$ cat src/rtl/twalk_pkg.sv
package twalk_pkg;

  // Entry bit positions shared by directory and page entries
  localparam int ENT_VALID   = 0;
  localparam int ENT_RD      = 1;
  localparam int ENT_WR      = 2;
  localparam int ENT_OVR     = 3;
  localparam int ENT_ATTR_LO = 4;
  localparam int ENT_ATTR_HI = 8;
  localparam int ATTR_W      = ENT_ATTR_HI - ENT_ATTR_LO + 1;
  localparam int ENTRY_SHIFT = 2;  // entries are 4 bytes

  typedef enum logic [1:0] {
    RES_OK   = 2'd0,
    RES_PAGE = 2'd1,
    RES_BUS  = 2'd2
  } walkRes_e;

  // Strobes from control to datapath
  typedef struct packed {
    logic     capReq;      // latch request address and direction
    logic     capTable;    // latch table address from directory entry
    logic     capResult;   // latch outcome and result fields
    logic     usePteAddr;  // address mux selects second-level address
    walkRes_e resKind;     // outcome to record with capResult
  } walkStrobe_t;

endpackage

$ cat src/rtl/twalk_ctrl.sv
module twalk_ctrl
  import twalk_pkg::*;
(
  input  logic        clk,
  input  logic        rstN,
  input  logic        reqValid,
  output logic        reqReady,
  output logic        memRdReq,
  input  logic        memRdValid,
  input  logic        memRdErr,
  input  logic        entryValid,
  input  logic        permOk,
  output walkStrobe_t strobe,
  output logic        done
);

  typedef enum logic [2:0] {
    ST_IDLE     = 3'd0,
    ST_DIR_REQ  = 3'd1,
    ST_DIR_WAIT = 3'd2,
    ST_PTE_REQ  = 3'd3,
    ST_PTE_WAIT = 3'd4,
    ST_DONE     = 3'd5
  } walkState_e;

  walkState_e state, stateNxt;

  always_ff @(posedge clk) begin
    if (!rstN) state <= ST_IDLE;
    else       state <= stateNxt;
  end

  always_comb begin
    stateNxt          = state;
    reqReady          = 1'b0;
    memRdReq          = 1'b0;
    done              = 1'b0;
    strobe.capReq     = 1'b0;
    strobe.capTable   = 1'b0;
    strobe.capResult  = 1'b0;
    strobe.usePteAddr = 1'b0;
    strobe.resKind    = RES_OK;
    case (state)
      ST_IDLE: begin
        reqReady = 1'b1;
        if (reqValid) begin
          strobe.capReq = 1'b1;
          stateNxt      = ST_DIR_REQ;
        end
      end
      ST_DIR_REQ: begin
        memRdReq = 1'b1;
        stateNxt = ST_DIR_WAIT;
      end
      ST_DIR_WAIT: begin
        if (memRdValid) begin
          if (memRdErr) begin
            strobe.capResult = 1'b1;
            strobe.resKind   = RES_BUS;
            stateNxt         = ST_DONE;
          end else if (!entryValid) begin
            strobe.capResult = 1'b1;
            strobe.resKind   = RES_PAGE;
            stateNxt         = ST_DONE;
          end else begin
            strobe.capTable = 1'b1;
            stateNxt        = ST_PTE_REQ;
          end
        end
      end
      ST_PTE_REQ: begin
        memRdReq          = 1'b1;
        strobe.usePteAddr = 1'b1;
        stateNxt          = ST_PTE_WAIT;
      end
      ST_PTE_WAIT: begin
        strobe.usePteAddr = 1'b1;
        if (memRdValid) begin
          strobe.capResult = 1'b1;
          stateNxt         = ST_DONE;
          if (memRdErr)                   strobe.resKind = RES_BUS;
          else if (!entryValid || !permOk) strobe.resKind = RES_PAGE;
          else                            strobe.resKind = RES_OK;
        end
      end
      ST_DONE: begin
        done     = 1'b1;
        stateNxt = ST_IDLE;
      end
      default: stateNxt = ST_IDLE;
    endcase
  end


  rd_single_chk: assert property (@(posedge clk) disable iff (!rstN)
    memRdReq |=> !memRdReq);


  done_pulse_chk: assert property (@(posedge clk) disable iff (!rstN)
    done |=> !done);


  idle_after_done_chk: assert property (@(posedge clk) disable iff (!rstN)
    done |=> reqReady);

endmodule

$ cat src/rtl/twalk_dpath.sv
module twalk_dpath
  import twalk_pkg::*;
#(
  parameter int DIR_IDX_W = 10,
  parameter int PT_IDX_W  = 10,
  parameter int OFF_W     = 12,
  localparam int ADDR_W   = DIR_IDX_W + PT_IDX_W + OFF_W,
  localparam int FRAME_W  = ADDR_W - OFF_W
) (
  input  logic              clk,
  input  logic              rstN,
  input  logic [ADDR_W-1:0] reqVaddr,
  input  logic              reqWrite,
  input  logic [ADDR_W-1:0] dirBase,
  input  logic [ADDR_W-1:0] memRdData,
  input  walkStrobe_t       strobe,
  output logic [ADDR_W-1:0] memRdAddr,
  output logic              entryValid,
  output logic              permOk,
  output logic              walkOk,
  output logic              faultPage,
  output logic              faultBus,
  output logic [ADDR_W-1:0] resPaddr,
  output logic              resReadable,
  output logic              resWritable,
  output logic              resAttrOvr,
  output logic [ATTR_W-1:0] resAttr,
  output logic [ADDR_W-1:0] resVaddr,
  output logic              resWrite
);

  logic [ADDR_W-1:0]    vaddrQ;
  logic                 writeQ;
  logic [FRAME_W-1:0]   tableQ;
  logic [DIR_IDX_W-1:0] dirIdx;
  logic [PT_IDX_W-1:0]  ptIdx;
  logic [OFF_W-1:0]     pageOff;
  logic [ADDR_W-1:0]    dirEntAddr;
  logic [ADDR_W-1:0]    pteEntAddr;

  assign dirIdx  = vaddrQ[ADDR_W-1 -: DIR_IDX_W];
  assign ptIdx   = vaddrQ[OFF_W +: PT_IDX_W];
  assign pageOff = vaddrQ[OFF_W-1:0];

  assign dirEntAddr = dirBase + ADDR_W'({dirIdx, {ENTRY_SHIFT{1'b0}}});
  assign pteEntAddr = {tableQ, {OFF_W{1'b0}}} + ADDR_W'({ptIdx, {ENTRY_SHIFT{1'b0}}});
  assign memRdAddr  = strobe.usePteAddr ? pteEntAddr : dirEntAddr;

  assign entryValid = memRdData[ENT_VALID];
  assign permOk     = writeQ ? memRdData[ENT_WR] : memRdData[ENT_RD];

  always_ff @(posedge clk) begin
    if (!rstN) begin
      vaddrQ <= '0;
      writeQ <= 1'b0;
      tableQ <= '0;
    end else begin
      if (strobe.capReq) begin
        vaddrQ <= reqVaddr;
        writeQ <= reqWrite;
      end
      if (strobe.capTable) tableQ <= memRdData[ADDR_W-1:OFF_W];
    end
  end

  always_ff @(posedge clk) begin
    if (!rstN) begin
      walkOk      <= 1'b0;
      faultPage   <= 1'b0;
      faultBus    <= 1'b0;
      resPaddr    <= '0;
      resReadable <= 1'b0;
      resWritable <= 1'b0;
      resAttrOvr  <= 1'b0;
      resAttr     <= '0;
      resVaddr    <= '0;
      resWrite    <= 1'b0;
    end else if (strobe.capResult) begin
      walkOk    <= (strobe.resKind == RES_OK);
      faultPage <= (strobe.resKind == RES_PAGE);
      faultBus  <= (strobe.resKind == RES_BUS);
      resVaddr  <= vaddrQ;
      resWrite  <= writeQ;
      if (strobe.resKind == RES_OK) begin
        resPaddr    <= {memRdData[ADDR_W-1:OFF_W], pageOff};
        resReadable <= memRdData[ENT_RD];
        resWritable <= memRdData[ENT_WR];
        resAttrOvr  <= memRdData[ENT_OVR];
        resAttr     <= memRdData[ENT_OVR] ? memRdData[ENT_ATTR_HI:ENT_ATTR_LO] : '0;
      end else begin
        resPaddr    <= '0;
        resReadable <= 1'b0;
        resWritable <= 1'b0;
        resAttrOvr  <= 1'b0;
        resAttr     <= '0;
      end
    end
  end


  result_hold_chk: assert property (@(posedge clk) disable iff (!rstN)
    !strobe.capResult |=> $stable(resVaddr) && $stable(resPaddr));

endmodule

$ cat src/rtl/twalk_top.sv
module twalk_top
  import twalk_pkg::*;
#(
  parameter int DIR_IDX_W = 10,
  parameter int PT_IDX_W  = 10,
  parameter int OFF_W     = 12,
  localparam int ADDR_W   = DIR_IDX_W + PT_IDX_W + OFF_W
) (
  input  logic              clk,
  input  logic              rstN,
  input  logic              reqValid,
  input  logic [ADDR_W-1:0] reqVaddr,
  input  logic              reqWrite,
  input  logic [ADDR_W-1:0] dirBase,
  output logic              reqReady,
  output logic              memRdReq,
  output logic [ADDR_W-1:0] memRdAddr,
  input  logic              memRdValid,
  input  logic [ADDR_W-1:0] memRdData,
  input  logic              memRdErr,
  output logic              done,
  output logic              walkOk,
  output logic              faultPage,
  output logic              faultBus,
  output logic [ADDR_W-1:0] resPaddr,
  output logic              resReadable,
  output logic              resWritable,
  output logic              resAttrOvr,
  output logic [ATTR_W-1:0] resAttr,
  output logic [ADDR_W-1:0] resVaddr,
  output logic              resWrite
);

  walkStrobe_t strobe;
  logic        entryValid;
  logic        permOk;

  twalk_ctrl u_ctrl (
    .clk        (clk),
    .rstN       (rstN),
    .reqValid   (reqValid),
    .reqReady   (reqReady),
    .memRdReq   (memRdReq),
    .memRdValid (memRdValid),
    .memRdErr   (memRdErr),
    .entryValid (entryValid),
    .permOk     (permOk),
    .strobe     (strobe),
    .done       (done)
  );

  twalk_dpath #(
    .DIR_IDX_W (DIR_IDX_W),
    .PT_IDX_W  (PT_IDX_W),
    .OFF_W     (OFF_W)
  ) u_dpath (
    .clk         (clk),
    .rstN        (rstN),
    .reqVaddr    (reqVaddr),
    .reqWrite    (reqWrite),
    .dirBase     (dirBase),
    .memRdData   (memRdData),
    .strobe      (strobe),
    .memRdAddr   (memRdAddr),
    .entryValid  (entryValid),
    .permOk      (permOk),
    .walkOk      (walkOk),
    .faultPage   (faultPage),
    .faultBus    (faultBus),
    .resPaddr    (resPaddr),
    .resReadable (resReadable),
    .resWritable (resWritable),
    .resAttrOvr  (resAttrOvr),
    .resAttr     (resAttr),
    .resVaddr    (resVaddr),
    .resWrite    (resWrite)
  );


  outcome_onehot_chk: assert property (@(posedge clk) disable iff (!rstN)
    done |-> $countones({walkOk, faultPage, faultBus}) == 1);


  offset_pass_chk: assert property (@(posedge clk) disable iff (!rstN)
    (done && walkOk) |-> resPaddr[OFF_W-1:0] == resVaddr[OFF_W-1:0]);


  write_perm_chk: assert property (@(posedge clk) disable iff (!rstN)
    (done && walkOk) |-> (resWrite ? resWritable : resReadable));


  attr_gate_chk: assert property (@(posedge clk) disable iff (!rstN)
    (done && !resAttrOvr) |-> resAttr == '0);

endmodule

$ cat config.mk
export PLATFORM = sky130hd
export DESIGN_NAME = twalk_top
export DESIGN_NICKNAME = d
export VERILOG_FILES = /design/src/rtl/twalk_pkg.sv /design/src/rtl/twalk_ctrl.sv /design/src/rtl/twalk_dpath.sv /design/src/rtl/twalk_top.sv
export SDC_FILE = /design/constraint.sdc
export NUM_CORES = 1
export LEC_CHECK = 0
export BUFFER_PORTS_ARGS = -buffer_cell sky130_fd_sc_hd__buf_2
export CORE_MARGIN = 2
export CORE_UTILIZATION = 50
export DETAILED_ROUTE_END_ITERATION = 16
export GPL_ROUTABILITY_DRIVEN = 1
export GPL_TIMING_DRIVEN = 0
export PLACE_DENSITY = 0.75
export SLEW_MARGIN = 20
export SYNTH_ARGS = -nofsm -noshare
export SYNTH_HDL_FRONTEND = slang
export SYNTH_HIERARCHICAL = 1
export SYNTH_SLANG_ARGS = --single-unit
$ cat constraint.sdc
create_clock -name clk -period 2.49 [get_ports clk]
set_input_delay 0.249 -clock clk [delete_from_list [all_inputs] [get_ports clk]]
set_output_delay 0.249 -clock clk [all_outputs]
set_load 0.02 [all_outputs]
==> flow_summary.yaml <==
yosys:
  synth-async-reset-ratio_pct: 0
  synthDistinctLibCells: 67
  avgSynthCellArea_sq_um: 9.38
  synth.net_count: 819
  syn_area_sq_um: 6630
  ys.warnings.count: 6
  synth_seq_cells: 132
  synth_cells: 706
  yosysSeqAreaShare_pct: 39.9
  synth_edf_count: 0
  synthFlopType: "dfxtp_1"
clock_network:
  cts_max_path_buffers: 2
  clock-root-buffer: "clkbuf_16"
  clk_latency_ns: 0.42
  cts_sinks: 132
  numCtsBuffers: 17
  ctsHoldBuffers: 0
  cts_tree: "done"
  htree_num_levels: 4
  clk_pin_slew_ns: 0.06
sta:
  slew_viol_final: 0
  fin_crit_sh_pct: 118
  hold_violations: 0
  finalWorstSetupSlack_ns: -0.441
  slew_headroom_pct: 40.5
  whs_ns: 0.0866
  worst_pin_slew_ns: 0.893
  max_freq_mhz: 341
  final-setup-viol-count: 23
  rsz0062_at_grt: "true"
  finalCriticalPeriod_ns: 2.93
  skew_ns: 0.0114
routing:
  drc: 0
  first_pass_iters: 6
  drt-wirelength-per-cell_microns: 18.1
  ant_nets: 0
  first_iter_violations: 516
  vias: 6432
  viasPerCell: 5.66
  totalWireLength_mm: 20.6
final_layout:
  multi_input_area_sq_um: 4030
  design_area_sq_um: 9010
  final_common_cell: "buf_2"
  register_area_sq_um: 2650
  fillCellCount: 1062
  layout_common_cells: "buf_2 (200), nor2b_1 (149), dfxtp_1 (130)"
  nNetsFinal: 1059
  area_delta_synth_final_pct: 36.1
  drive_gt1_share_pct: 35.6
pwr:
  powerDensity_nw_per_um2: 645
  p_leak_nw: 3.66
  max-vdd-ir-drop_mv: 0.520
die:
  io_pins: 213
  initial_core_util_pct: 50.6
  die_area_sq_um: 14200
  die_y_microns: 119
  core_area_sq_um: 13100
  fp-row-count: 42
  die_x_microns: 119
outcome:
  status: "complete, but fails checks"
  violations: "setup timing"
global_route:
  antenna_found_initial: 1
  grt_remaining_overflow: 0
  grt_max_degree: 17
  grt_pass1_wl_mm: 31.6
  grt_pass1_vias: 6076
  grt_usage_pct: 28.5
min_path:
  hold_class: "in -> reg"
worst_setup_path:
  cp.required_ns: 2.24
  cp_slowest_cell: "fa_2"
  cp-end-kind: "output pin"
  path_max_fanout: 4
  arrival_ns: 2.68
  cp_slowest_stage_delay_ns: 0.34
  worst-setup-path-type: "reg -> out"
  crit_chain: "ha_4 -> fa_2 -> a21o_1 -> a311o_1 -> o2111ai_2 -> buf_6 -> nand2_1 -> o211ai_1 -> buf_4"
  startpoint_type: "flip-flop"
placed_design:
  port_buffers: 208
  placed_area_sq_um: 7900
  hpwlAfterDp_mm: 14.6
  gp_congestion: 0.902
run:
  maxCapViolCount: 0
==> area by class of cell <==
type                            count  share of cell area, %
Antenna cell                        1                 0.0278
Buffer                             51                   3.14
Clock buffer                       22                   5.04
Clock inverter                     10                   1.10
Inverter                            2                  0.125
Multi-Input combinational cell    521                   44.7
Sequential cell                   132                   29.4
Tap cell                          176                   2.44
Timing Repair Buffer              221                   14.0
==> synth_stat cells (4+ instances only) <==
master	instances	area [sq um]
nand4_1	5	31.3
clkbuf_1	26	97.6
a32oi_1	5	43.8
xor2_1	4	35.0
a22o_1	7	61.3
buf_2	12	60.1
nor3_1	12	60.1
nand3_1	44	220
and3_1	7	43.8
mux2i_1	87	871
a22oi_1	42	315
dfxtp_1	132	2640
ha_1	10	125
o21ai_0	25	125
a21oi_1	21	105
nand2_1	20	75.1
nor2b_1	149	932
nor3b_1	5	37.5
buf_6	4	45.0
nand3b_1	4	30.0
nor2_1	8	30.0
buf_1	8	30.0
nor4_1	6	37.5
nor4b_1	4	35.0
==> timing repair <==
item	4_1_cts	5_1_grt
buffers inserted	7	8
cloned	1	1
pin swaps	23	19
resized for setup	73	49
endpoints found under the setup margin	71	68
==> per-layer routing <==
| metal | share of wire (%) | routed length, microns | vias to the layer above | track usage, % |
|---|---|---|---|---|
| li1 | - | - | 3033 | - |
| met1 | 41 | 8490 | 3049 | 35.2 |
| met2 | 47 | 9660 | 300 | 45.7 |
| met3 | 7.6 | 1560 | 50 | 7.38 |
| met4 | 4.2 | 859 | 0 | 14.7 |
| met5 | 0 | 0 | - | 0 |
==> power breakdown <==
part	switching [mW]	total, mW	internal, mW
registers	0.0595	2.25	2.19
logic	0.704	1.25	0.548
clock network	0.913	2.32	1.40
total	1.68	5.82	4.14
==> through the flow <==
| stage | power, mW | TNS, ns | utilization (%) | instances | setup slack [ns] |
|---|---|---|---|---|---|
| floorplan | 2.99 | 0 | - | 706 | 0.00846 |
| global placement | 3.34 | -6.54 | 60.4 | 1090 | -0.324 |
| detailed placement | 3.35 | -7.30 | 60.4 | 1090 | -0.319 |
| CTS | 5.78 | -5.45 | 67.2 | 1128 | -0.493 |
| global route | 6.05 | -7.51 | 68.9 | 1136 | -0.585 |
| finish | 5.82 | -5.36 | 68.9 | 1136 | -0.441 |
==> registers in the layout, summed over array words and instances (netlist names), 3 cells and up <==
signal	count
u_ctrl/state	3
u_dpath/resAttr	5
u_dpath/resPaddr	32
u_dpath/resVaddr	32
u_dpath/tableQ	20
u_dpath/vaddrQ	32
==> worst max-delay path, delay by kind of cell (launching register included) <==
family,cells,cell delay [ns]
flops,1,0.33
fa+ha+maj,2,0.50
buf+inv,2,0.36
simple gates,1,0.05
compound gates,4,1.03
==> cell families (layout without fill, tap and decap cells) <==
logic type,Yosys count,after routing,share of synthesized area (%)
muxes,90,90,13.7
xor gates and xnor gates,7,7,0.925
AOI/OAI and AO/OA,131,132,14.2
other,0,1,0
and+or+nand+nor,280,281,25.1
buffers and inverters,55,306,3.97
adders and majority gates,11,11,2.19
DFF,132,132,39.9
==> worst paths after layout <==
check	end	slack, ns	cells after the start	startpoint
min	u_dpath/vaddrQ[5]$_SDFFE_PN0P_	0.09	3	reqVaddr[5]
min reg2reg	u_dpath/faultBus$_SDFFE_PN0P_	0.49	2	u_dpath/faultBus$_SDFFE_PN0P_
max reg2reg	u_dpath/resVaddr[28]$_SDFFE_PN0P_	0.17	8	u_ctrl/state[1]$_SDFFE_PN0P_
max	memRdAddr[28]	-0.44	9	u_dpath/vaddrQ[22]$_SDFFE_PN0P_
No activity file was read; power rests on OpenSTA's default activity.
